File: config.mk
export PLATFORM = sky130hd
export DESIGN_NAME = sync_capture_group
export DESIGN_NICKNAME = d
export VERILOG_FILES = /design/src/rtl/scg_pkg.sv /design/src/rtl/scg_trig_sync.sv /design/src/rtl/scg_channel.sv /design/src/rtl/scg_group_ctrl.sv /design/src/rtl/sync_capture_group.sv
export SDC_FILE = /design/constraint.sdc
export NUM_CORES = 1
export LEC_CHECK = 0
export ABC_AREA = 1
export ABC_CLOCK_PERIOD_IN_PS = 1650
export CAP_MARGIN = 20
export CORE_MARGIN = 4
export CORE_UTILIZATION = 30
export CTS_BUF_LIST = sky130_fd_sc_hd__clkbuf_8
export DETAILED_ROUTE_END_ITERATION = 16
export REMOVE_ABC_BUFFERS = 1
export SLEW_MARGIN = 20
export SYNTH_ARGS = -nofsm -noshare
export SYNTH_HDL_FRONTEND = slang
export SYNTH_SLANG_ARGS = --single-unit
File: constraint.sdc
create_clock -name clk -period 1.65 [get_ports clk]
set_input_delay 0.33 -clock clk [delete_from_list [all_inputs] [get_ports clk]]
set_output_delay 0.33 -clock clk [all_outputs]
set_load 0.05 [all_outputs]
File: src/rtl/scg_pkg.sv
// Package: shared defaults for the synchronized capture group.
// Assumes: every module of the group imports these defaults.
package scg_pkg;
    parameter int unsigned SCG_DEF_CH     = 4;
    parameter int unsigned SCG_DEF_CNT_W  = 16;
    parameter int unsigned SCG_SYNC_DEPTH = 2;
endpackage

File: src/rtl/scg_trig_sync.sv
// Trigger synchronizer and rising-edge detector.
// Assumes trig_in is asynchronous to clk; edge_o is a one-cycle pulse
// that appears combinationally after the last synchronizer stage.
module scg_trig_sync
    import scg_pkg::*;
#(
    parameter int unsigned STAGES = SCG_SYNC_DEPTH
) (
    input  logic clk,
    input  logic rst_n,
    input  logic trig_in,
    output logic edge_o
);
    localparam int unsigned LAST = STAGES - 1;

    logic [STAGES-1:0] sync_q;
    logic              prev_q;

    // Shift the raw trigger through the synchronizer chain.
    always_ff @(posedge clk) begin
        if (!rst_n) begin
            sync_q <= '0;
        end else begin
            sync_q <= {sync_q[STAGES-2:0], trig_in};
        end
    end

    // Remember the previous synchronized level for edge detection.
    always_ff @(posedge clk) begin
        if (!rst_n) begin
            prev_q <= 1'b0;
        end else begin
            prev_q <= sync_q[LAST];
        end
    end

    // A rise is a high synchronized level that was low one cycle before.
    always_comb begin
        edge_o = sync_q[LAST] & ~prev_q;
    end
endmodule

File: src/rtl/scg_channel.sv
// One capture channel: arm flag, done flag and held value.
// Assumes cap_fire is a single-cycle pulse shared by all channels and
// that an arm strobe takes priority over a capture in the same cycle.
module scg_channel
    import scg_pkg::*;
#(
    parameter int unsigned CNT_W = SCG_DEF_CNT_W
) (
    input  logic             clk,
    input  logic             rst_n,
    input  logic             arm_stb,
    input  logic             arm_sel,
    input  logic             cap_fire,
    input  logic             rd_stb,
    input  logic [CNT_W-1:0] cnt_in,
    output logic [CNT_W-1:0] held_o,
    output logic             done_o,
    output logic             armed_o
);
    logic [CNT_W-1:0] held_q;
    logic             done_q;
    logic             armed_q;

    // Arm, capture and read-acknowledge state of this channel.
    always_ff @(posedge clk) begin
        if (!rst_n) begin
            held_q  <= '0;
            done_q  <= 1'b0;
            armed_q <= 1'b0;
        end else if (arm_stb) begin
            armed_q <= arm_sel;
            if (arm_sel) begin
                done_q <= 1'b0;
                held_q <= '0;
            end else if (rd_stb) begin
                done_q <= 1'b0;
            end
        end else if (cap_fire && armed_q) begin
            held_q  <= cnt_in;
            done_q  <= 1'b1;
            armed_q <= 1'b0;
        end else if (rd_stb) begin
            done_q <= 1'b0;
        end
    end

    // Drive the outputs straight from the state.
    always_comb begin
        held_o  = held_q;
        done_o  = done_q;
        armed_o = armed_q;
    end
endmodule

File: src/rtl/scg_group_ctrl.sv
// Group control: decides when the shared capture fires and keeps the
// group-done and sticky overrun flags.
// Assumes armed_i and done_i come from the channel registers.
module scg_group_ctrl
    import scg_pkg::*;
#(
    parameter int unsigned NUM_CH = SCG_DEF_CH
) (
    input  logic              clk,
    input  logic              rst_n,
    input  logic              arm_stb,
    input  logic              trig_edge,
    input  logic [NUM_CH-1:0] armed_i,
    input  logic [NUM_CH-1:0] done_i,
    output logic              cap_fire,
    output logic              group_done,
    output logic              overrun
);
    logic grp_q;
    logic ovr_q;

    // Fire on a detected edge when something is armed and no arm is in flight.
    always_comb begin
        cap_fire = trig_edge & (|armed_i) & ~arm_stb;
    end

    // Group flag: cleared by arming, set by the capture.
    always_ff @(posedge clk) begin
        if (!rst_n) begin
            grp_q <= 1'b0;
        end else if (arm_stb) begin
            grp_q <= 1'b0;
        end else if (cap_fire) begin
            grp_q <= 1'b1;
        end
    end

    // Overrun flag: set when arming over an unread capture, kept until reset.
    always_ff @(posedge clk) begin
        if (!rst_n) begin
            ovr_q <= 1'b0;
        end else if (arm_stb && (|done_i)) begin
            ovr_q <= 1'b1;
        end
    end

    // Drive the outputs.
    always_comb begin
        group_done = grp_q;
        overrun    = ovr_q;
    end
endmodule

File: src/rtl/sync_capture_group.sv
// Top of the synchronized capture group: one trigger synchronizer, one
// group controller and NUM_CH channels that all latch on the same clock.
// Assumes counters are presented on a flat bus, channel i at i*CNT_W.
module sync_capture_group
    import scg_pkg::*;
#(
    parameter int unsigned NUM_CH = SCG_DEF_CH,
    parameter int unsigned CNT_W  = SCG_DEF_CNT_W
) (
    input  logic                    clk,
    input  logic                    rst_n,
    input  logic                    arm_strobe,
    input  logic [NUM_CH-1:0]       arm_mask,
    input  logic                    trig_in,
    input  logic [NUM_CH*CNT_W-1:0] cnt_live,
    input  logic [NUM_CH-1:0]       rd_strobe,
    output logic [NUM_CH*CNT_W-1:0] held_val,
    output logic [NUM_CH-1:0]       chan_done,
    output logic                    group_done,
    output logic                    overrun
);
    logic              trig_edge;
    logic              cap_fire;
    logic [NUM_CH-1:0] armed_vec;

    scg_trig_sync #(
        .STAGES (SCG_SYNC_DEPTH)
    ) u_sync (
        .clk     (clk),
        .rst_n   (rst_n),
        .trig_in (trig_in),
        .edge_o  (trig_edge)
    );

    scg_group_ctrl #(
        .NUM_CH (NUM_CH)
    ) u_ctrl (
        .clk        (clk),
        .rst_n      (rst_n),
        .arm_stb    (arm_strobe),
        .trig_edge  (trig_edge),
        .armed_i    (armed_vec),
        .done_i     (chan_done),
        .cap_fire   (cap_fire),
        .group_done (group_done),
        .overrun    (overrun)
    );

    for (genvar gi = 0; gi < NUM_CH; gi++) begin : g_ch
        scg_channel #(
            .CNT_W (CNT_W)
        ) u_ch (
            .clk      (clk),
            .rst_n    (rst_n),
            .arm_stb  (arm_strobe),
            .arm_sel  (arm_mask[gi]),
            .cap_fire (cap_fire),
            .rd_stb   (rd_strobe[gi]),
            .cnt_in   (cnt_live[gi*CNT_W +: CNT_W]),
            .held_o   (held_val[gi*CNT_W +: CNT_W]),
            .done_o   (chan_done[gi]),
            .armed_o  (armed_vec[gi])
        );
    end
endmodule

; Yosys cells after proc, flatten, opt, wreduce, memory -nomap -nowiden
; Index checks and enable logic that the tools add are counted.
[totals]
latch_bits = 0
rom_bits = 0
in_bits = 76
ff_bits = 77
n_memories = 0
out_inout_bits = 70
elab_cells = 78
ram_bits = 0
[op_classes]
eq_ne = 4
n_div = 0
mul = 0
addsub = 0
n_shift = 0
reduce_logical = 16
order_cmp = 0
n_bitwise = 6
muxes = 36
[op_table]
columns = operator, count
row1 = 16-bit 2-to-1 mux, 12
row2 = 1-bit 2-to-1 mux, 24
row3 = "2-bit by 1-bit inequality test with 1-bit output, second input constant", 4
row4 = 2-bit AND reduction, 4
row5 = 2-bit nonzero test, 4
row6 = 4-bit OR reduction, 2
row7 = 1-bit logical AND, 5
row8 = 1-bit bitwise AND, 3
row9 = 1-bit inverter, 3
row10 = 2-bit OR reduction, 1

; Longest topological paths before layout
; Gate-level depths: netlist of the first run.
[depth]
depth_word = 7
ltp_mapped = 6

; Cells and area by module
; Synthesis of the first run repeated with hierarchy kept, for this count alone.
[unflattened]
hier_cells = 350
area_unflattened_um2 = 2952.8
[modules_own_cells]
columns = module, seq_area_each_um2, n_inst, cells_per_inst, area_each_um2
row1 = scg_channel, 360.3, 4, 80, 686.9
row2 = scg_group_ctrl, 40.0, 1, 19, 112.6
row3 = scg_trig_sync, 60.1, 1, 11, 92.6

; Worst setup path after synthesis of the first run
; No wires, ideal clock.
[synth_path]
path_kind = input port to flip-flop
from = in arm_strobe
to = reg g_ch[2].u_ch.held_q[2]
path_slack_ns = 0.472
setup_time_ns = 0.132
arrival_time_ns = 1.046
n_path_buf = 2
path_stages = 6
required_time_ns = 1.518
cell_sequence = buf_6 nor2_8 nand3_4 buf_8 nand3_1 a21oi_1
[synth_between]
elab_chain_len = 5
word_cells_on_any_way = 7
classes_between = 1 x eq/ne / 1 x mux / 2 x bitwise / 3 x reduce/logical
[synth_rtl]
columns = item, line_no
row1 = "start, declared", sync_capture_group.sv:12  ; input logic arm_strobe,
row2 = 1-bit inverter, scg_group_ctrl.sv:24  ; cap_fire = trig_edge & (|armed_i) & ~arm_stb;
row3 = 1-bit bitwise AND, scg_group_ctrl.sv:24
row4 = 1-bit logical AND, scg_channel.sv:38  ; end else if (cap_fire && armed_q) begin
row5 = 2-bit nonzero test (no source line), --
row6 = 2-bit AND reduction (no source line), --
row7 = "end signal, assigned", scg_channel.sv:39  ; held_q <= cnt_in;
row8 = "end, declared", scg_channel.sv:20  ; logic [CNT_W-1:0] held_q;
; Parallel ways exist; a longest one is shown, timed or not.
; A chain may end at the register's enable or synchronous reset.

; Final worst setup path of the first run
[layout_path]
from = in arm_strobe
to = reg g_ch[0].u_ch.held_q[15]
[layout_between]
elab_chain_len = 5
word_cells_on_any_way = 7
classes_between = 1 x eq/ne / 1 x mux / 2 x bitwise / 3 x reduce/logical
[layout_rtl]
columns = item, line_no
row1 = 1-bit inverter, scg_group_ctrl.sv:24
row2 = 1-bit bitwise AND, scg_group_ctrl.sv:24
row3 = 1-bit logical AND, scg_channel.sv:38
row4 = 2-bit nonzero test (no source line), --
row5 = 2-bit AND reduction (no source line), --
row6 = "end signal, assigned", scg_channel.sv:39
row7 = "end, declared", scg_channel.sv:20
; Parallel ways exist; a longest one is shown, timed or not.

==> results of run 1 <==
[worst register-to-register path: stages (launching register included)]
cell	delay [ns]
dfxtp_1	0.36
inv_2	0.07
nor2_8	0.35
buf_4	0.31
nand4_1	0.12
a21oi_1	0.17
[registers in the layout, indices dropped and copies added, names as in the netlist]
register and cells:
g_ch.u_ch.held_o 64, g_ch.u_ch.armed_o 4, g_ch.u_ch.done_o 4, u_sync.sync_q 2, u_ctrl.group_done 1, u_ctrl.overrun 1
u_sync.prev_q 1
[area by class of cell]
type	instances	area, um^2
clock buffers	11	151.4
clock inverters	5	58.81
fillers	1048	5580
inverters	11	41.29
multi-input cells	238	1425
flip-flops and latches	77	1541
well taps	136	170.2
repair buffers	164	1494
[power by group through the flow]
stage	registers, mW	clock network, mW	logic [mW]
2_1_floorplan	1.93	0	0.157
3_3_place_gp	1.92	0	0.491
3_5_place_dp	1.92	0	0.492
4_1_cts	1.88	1.56	0.493
5_1_grt	1.88	1.64	0.524
6_report	1.88	1.48	0.489
[final timing paths]
| kind | slack (ns) | to | cells past startpoint | startpoint |
|---|---|---|---|---|
| min | 0.42 | u_sync.sync_q[1] | 2 | u_sync.sync_q[0] |
| max reg2reg | 0.20 | g_ch[1].u_ch.held_o[15] | 5 | u_sync.sync_q[1] |
| max | 0.20 | g_ch[0].u_ch.held_o[15] | 6 | arm_strobe |
| min reg2reg | 0.42 | u_sync.sync_q[1] | 2 | u_sync.sync_q[0] |
[cells in the mapped netlist]
| library cell | instances |
|---|---|
| nand4_1 | 48 |
| nand3b_1 | 2 |
| nor2_8 | 4 |
| buf_8 | 1 |
| buf_2 | 12 |
| buf_6 | 6 |
| a21oi_2 | 1 |
| nand2_4 | 2 |
| nor2_4 | 1 |
| nand3_1 | 48 |
| o22ai_1 | 6 |
| inv_1 | 10 |
| dfxtp_1 | 77 |
| nand2_2 | 4 |
| nand3_2 | 1 |
| inv_2 | 1 |
| o22ai_2 | 10 |
| buf_1 | 2 |
| nand2_1 | 42 |
| nor2_1 | 5 |
| clkbuf_1 | 3 |
| nor2_2 | 2 |
| a21oi_1 | 57 |
| nand3_4 | 4 |
| nor3_1 | 1 |
| buf_4 | 11 |
[cells by family (layout without fill, tap and decap cells)]
kind of cell	after synthesis	after routing
flip-flops	77	77
buffers and inverters	46	191
AND/OR/NAND/NOR	164	164
AO/OA/AOI/OAI	74	74
[metrics by stage]
stage / std cells / total power [mW]
6_report: 642 / 3.850
5_1_grt: 642 / 4.042
4_1_cts: 642 / 3.926
3_5_place_dp: 626 / 2.412
3_3_place_gp: 626 / 2.411
2_1_floorplan: 326 / 2.091
[per-layer routing]
metal  routed length [um]  part of all wire (%)
met5                    0                     0
met4                   94                  0.97
met3                  728                   7.5
met2                 4676                    48
met1                 4209                    43
==> impl_metrics.tcl, run 1 <==
set metrics [dict create \
    areaGrowthSynthToFinish_pct 50.13 \
    critPathLaunchType "primary input" \
    drive_above_1_share_pct 26.68 \
    fin_nets 577 \
    diodes 0 \
    switchingPower_uw 956.0 \
    numCtsBuffers 9 \
    synthMuxAreaShare_pct 0 \
    ctsHoldBuffers 0 \
    yosysTopAreaCell "dfxtp_1" \
    p_leak_nw 1.831 \
    cts.sinks 77 \
    yosysSeqAreaShare_pct 47.40 \
    swShare_pct 24.83 \
    dieHeight_um 112.1 \
    core-area_um2 10460 \
    synth_adder_area_share_pct 0 \
    slowest_stage "clkdlybuf4s50_1" \
    period_needed_ns 1.454 \
    power_density_nw_per_um2 788.6 \
    timing.fmax_mhz 688.0 \
    cts.clk_slew.worst_paths_ns 0.08 \
    grt_pass1_vias 3131 \
    max_stage_delay_ns 0.54 \
    timing.final.hold_violations 0 \
    syn-cell-area_um2 3252 \
    dp_hpwl_um 6744 \
    yosys.area.top_type_share_pct 47.40 \
    ys_seq_elements 77 \
    synth-xor-area-share_pct 0 \
    synth_compound_area_share_pct 14.04 \
    place_ws_ns -0.1829 \
    slew_violations 0 \
    track_usage_pct 15.20 \
    dpl_cell_area_um2 4672 \
    endpoint_kind "flip-flop" \
    dieWidth_um 112.1 \
    crit_buf_inv 2 \
    cts_tree "built" \
    drc_errors 0 \
    hold_path.class "flip-flop to flip-flop" \
    fin_ws_ns 0.1964 \
    vias 3179 \
    finalSetupTns_ns 0 \
    fin_util_pct 46.66 \
    yosys-top-cells-area "dfxtp_1 (47%), nand4_1 (9.2%), a21oi_1 (8.8%), nand3_1 (7.4%), nand2_1 (4.8%)" \
    rows 37 \
    combPwrFrac_pct 12.7 \
    cts_resized 0 \
    layout_common_cells "buf_4 (83), dfxtp_1 (77), clkdlybuf4s50_1 (75)" \
    drt_iter0_markers 256 \
    path_cells "clkdlybuf4s50_1, buf_12, nor2_8, nand3_4, nand3_1, a21oi_1" \
    power_frac_seq_pct 48.7 \
    clkPwrFrac_pct 38.6 \
    cts-root-buf "clkbuf_8" \
    max-vdd-ir-drop_mv 0.3038 \
    setup_violations 0 \
    worstMarginPinSlew_ns 0.4389 \
    overflow 0 \
    port_buffers 145 \
    ys_types 26 \
    finalCritPeriodShare_pct 88.10 \
    clockBufferDepth 2 \
    path_max_fanout 17 \
    final_common_cell "buf_4" \
    use_met2_pct 24.79 \
    cap_violations 0 \
    power.internal_mw 2.894 \
    hold_ws_ns 0.4237 \
    drt_pass1_iterations 4 \
    die_area_um2 12570 \
    fin_area_um2 4882 \
    required_ns 1.87 \
    cts_setup_buffers 0 \
    routabilityCongestion 0.7845 \
    synthCells 361 \
    use_met1_pct 19.28 \
    avgSynthCellArea_um2 9.008 \
    gr-usage-met3_pct 4.367 \
    wl_per_cell_um 15.12 \
    grt_max_degree 59 \
    clk_latency_ns 0.34 \
    skew_ns 0.01001 \
    grt_pass1_wl_um 15920 \
    relSlewSlack_pct 70.74 \
    ios 146 \
    path_delay_family "buffers and inverters" \
    antenna_found_initial 0 \
    wl_um 9709 \
    top_usage_layer "met2" \
    antenna_left 0 \
    ys_warn_count 0 \
    cts.htree.levels 3 \
    grt_setup_unrepaired "false" \
    synth-simple-area-share_pct 29.78 \
    status "completed" \
    start_util_pct 31.08 \
    via_per_inst 4.952 \
    synth_top_family_by_area "simple AND/OR/NAND/NOR gates" \
    critical_path_class "primary input to flip-flop" \
    critical_path_arrival_ns 1.67 \
]
(Power assumes the default switching activity.)
==> run 2: changes to the inputs <==
CORE_ASPECT_RATIO = 1.5   (was default)
CTS_CLUSTER_DIAMETER = 120   (was default)
GPL_TIMING_DRIVEN = 0   (was default)
==> impl_metrics.tcl, run 2 (synthesized netlist as in run 1, its figures left out) <==
set metrics [dict create \
    grt_pass1_vias 3088 \
    grt_max_degree 55 \
    rows 46 \
    multi_input_area_um2 1465 \
    endpoint_kind "output port" \
    critical_path_class "flip-flop to output port" \
    port_buffers 145 \
    dpl_cell_area_um2 4659 \
    swShare_pct 26.63 \
    timing.fmax_mhz 630.6 \
    antenna_left 0 \
    dieWidth_um 93.01 \
    via_per_inst 4.911 \
    status "completed" \
    finalSetupTns_ns 0 \
    power_frac_seq_pct 51.7 \
    routabilityCongestion 0.7358 \
    path_max_fanout 2 \
    antenna_found_initial 0 \
    grt_pass1_wl_um 16540 \
    ios 146 \
    overflow 0 \
    cts.sinks 77 \
    diodes 0 \
    dp_hpwl_um 6646 \
    report.power.total_mw 3.627 \
    wl_um 10450 \
    largest_register_ffs 64 \
    path_delay_family "buffers and inverters" \
    crit_buf_inv 1 \
    fin_nets 570 \
    track_usage_pct 16.71 \
    drc_errors 0 \
    grt_setup_unrepaired "false" \
    layout_common_cells "dfxtp_1 (77), clkdlybuf4s50_1 (73), dlygate4sd2_1 (68)" \
    fin_util_pct 46.02 \
    required_ns 1.32 \
    cts-root-buf "clkbuf_8" \
    final_common_cell "dfxtp_1" \
    drive_above_1_share_pct 12.22 \
    numCtsBuffers 9 \
    hold_path.class "flip-flop to flip-flop" \
    cts.clk_slew.worst_paths_ns 0.08 \
    critPathLaunchType "flip-flop" \
    drt_pass1_iterations 4 \
    timing.final.hold_violations 0 \
    worstMarginPinSlew_ns 0.7781 \
    start_util_pct 30.71 \
    cts_tree "built" \
    max-vdd-ir-drop_mv 0.2855 \
    fill_cells 1110 \
    combPwrFrac_pct 12.9 \
    cap_violations 0 \
    period_needed_ns 1.586 \
    dieHeight_um 135.5 \
    switchingPower_uw 966.1 \
    setup_violations 0 \
    slowest_stage "dlygate4sd2_1" \
    die_area_um2 12600 \
    clkPwrFrac_pct 35.4 \
    areaGrowthSynthToFinish_pct 49.87 \
    max_stage_delay_ns 0.57 \
    relSlewSlack_pct 48.00 \
    power.internal_mw 2.661 \
    cts.htree.levels 3 \
    register_area_um2 1541 \
    wl_per_cell_um 16.25 \
    p_leak_nw 1.949 \
    vias 3158 \
    ctsHoldBuffers 0 \
    path_cells "dlygate4sd2_1" \
    slew_violations 0 \
    fin_area_um2 4873 \
    power_density_nw_per_um2 744.3 \
    drt_iter0_markers 99 \
    clk_latency_ns 0.35 \
    core-area_um2 10590 \
    critical_path_arrival_ns 1.26 \
    skew_ns 0.007982 \
    clockBufferDepth 2 \
    finalCritPeriodShare_pct 96.10 \
]
run 2: changes by cell type in the layout (fill, tap and decap cells not counted), sizes merged:
cell | before | now
clkbuf | 11 | 10
clkdlybuf4s50 | 75 | 73
clkinv | 1 | 4
inv | 13 | 11
clkdlybuf4s15 | 0 | 4
nor2 | 12 | 14
dlygate4sd2 | 0 | 68
bufinv | 1 | 0
clkinvlp | 1 | 2
buf | 89 | 10
run 2: per-layer routing:
metal | GRT usage, % | vias to the layer above | part of all wire, %
li1 | - | 1568 | -
met1 | 20.15 | 1480 | 41
met2 | 29.54 | 99 | 52
met3 | 3.613 | 11 | 4.9
met4 | 4.971 | 0 | 1.5
met5 | 0 | - | 0
run 2: cell type report:
cell class                      instances  share of cell area (%)
Sequential cell                        77                   31.63
Clock inverter                          6                  0.7959
Clock buffer                           10                   2.824
Timing Repair Buffer                  155                   30.14
Tap cell                              144                   3.697
Inverter                               11                  0.8472
Multi-Input combinational cell        240                   30.06
run 2: power groups by stage:
stage	Sequential, mW	Clock, mW	Combinational, mW
2_1_floorplan	1.93	0	0.157
3_3_place_gp	1.92	0	0.440
3_5_place_dp	1.92	0	0.447
4_1_cts	1.88	1.33	0.469
5_1_grt	1.88	1.43	0.501
6_report	1.88	1.28	0.467
run 2: tightest hold or removal path: stages (launching register included):
cell and delay (ns):
dfxtp_1 0.31, nand2_1 0.05, inv_1 0.04
run 2: worst paths after layout:
path | startpoint | endpoint | slack (ns) | cells after the start
worst min-delay path | u_sync.sync_q[0] | u_sync.sync_q[1] | 0.42 | 2
worst max register to register | u_sync.prev_q | g_ch[2].u_ch.held_o[9] | 0.13 | 3
worst min register to register | u_sync.sync_q[0] | u_sync.sync_q[1] | 0.42 | 2
worst max-delay path | g_ch[2].u_ch.held_o[9] | held_val[41] | 0.06 | 1
run 2: repair_timing:
item / 4_1_cts / 5_1_grt
buffers inserted: 5 / 4
gates cloned: 2 / 0
gates resized for setup: 78 / 2
pin swaps: 2 / 3
endpoints found under the setup margin: 144 / 20
endpoints found under the hold margin: 0 / 0
run 2: stage by stage:
stage	cells	setup slack, ns	hold WS, ns
final	643	0.06430	0.4228
after global routing	643	0.003106	0.4414
after CTS	639	0.03800	0.4269
after detailed placement	616	-1.081	0.4060
after global placement	615	-1.775	0.4063
after floorplan	326	-0.06502	0.3900
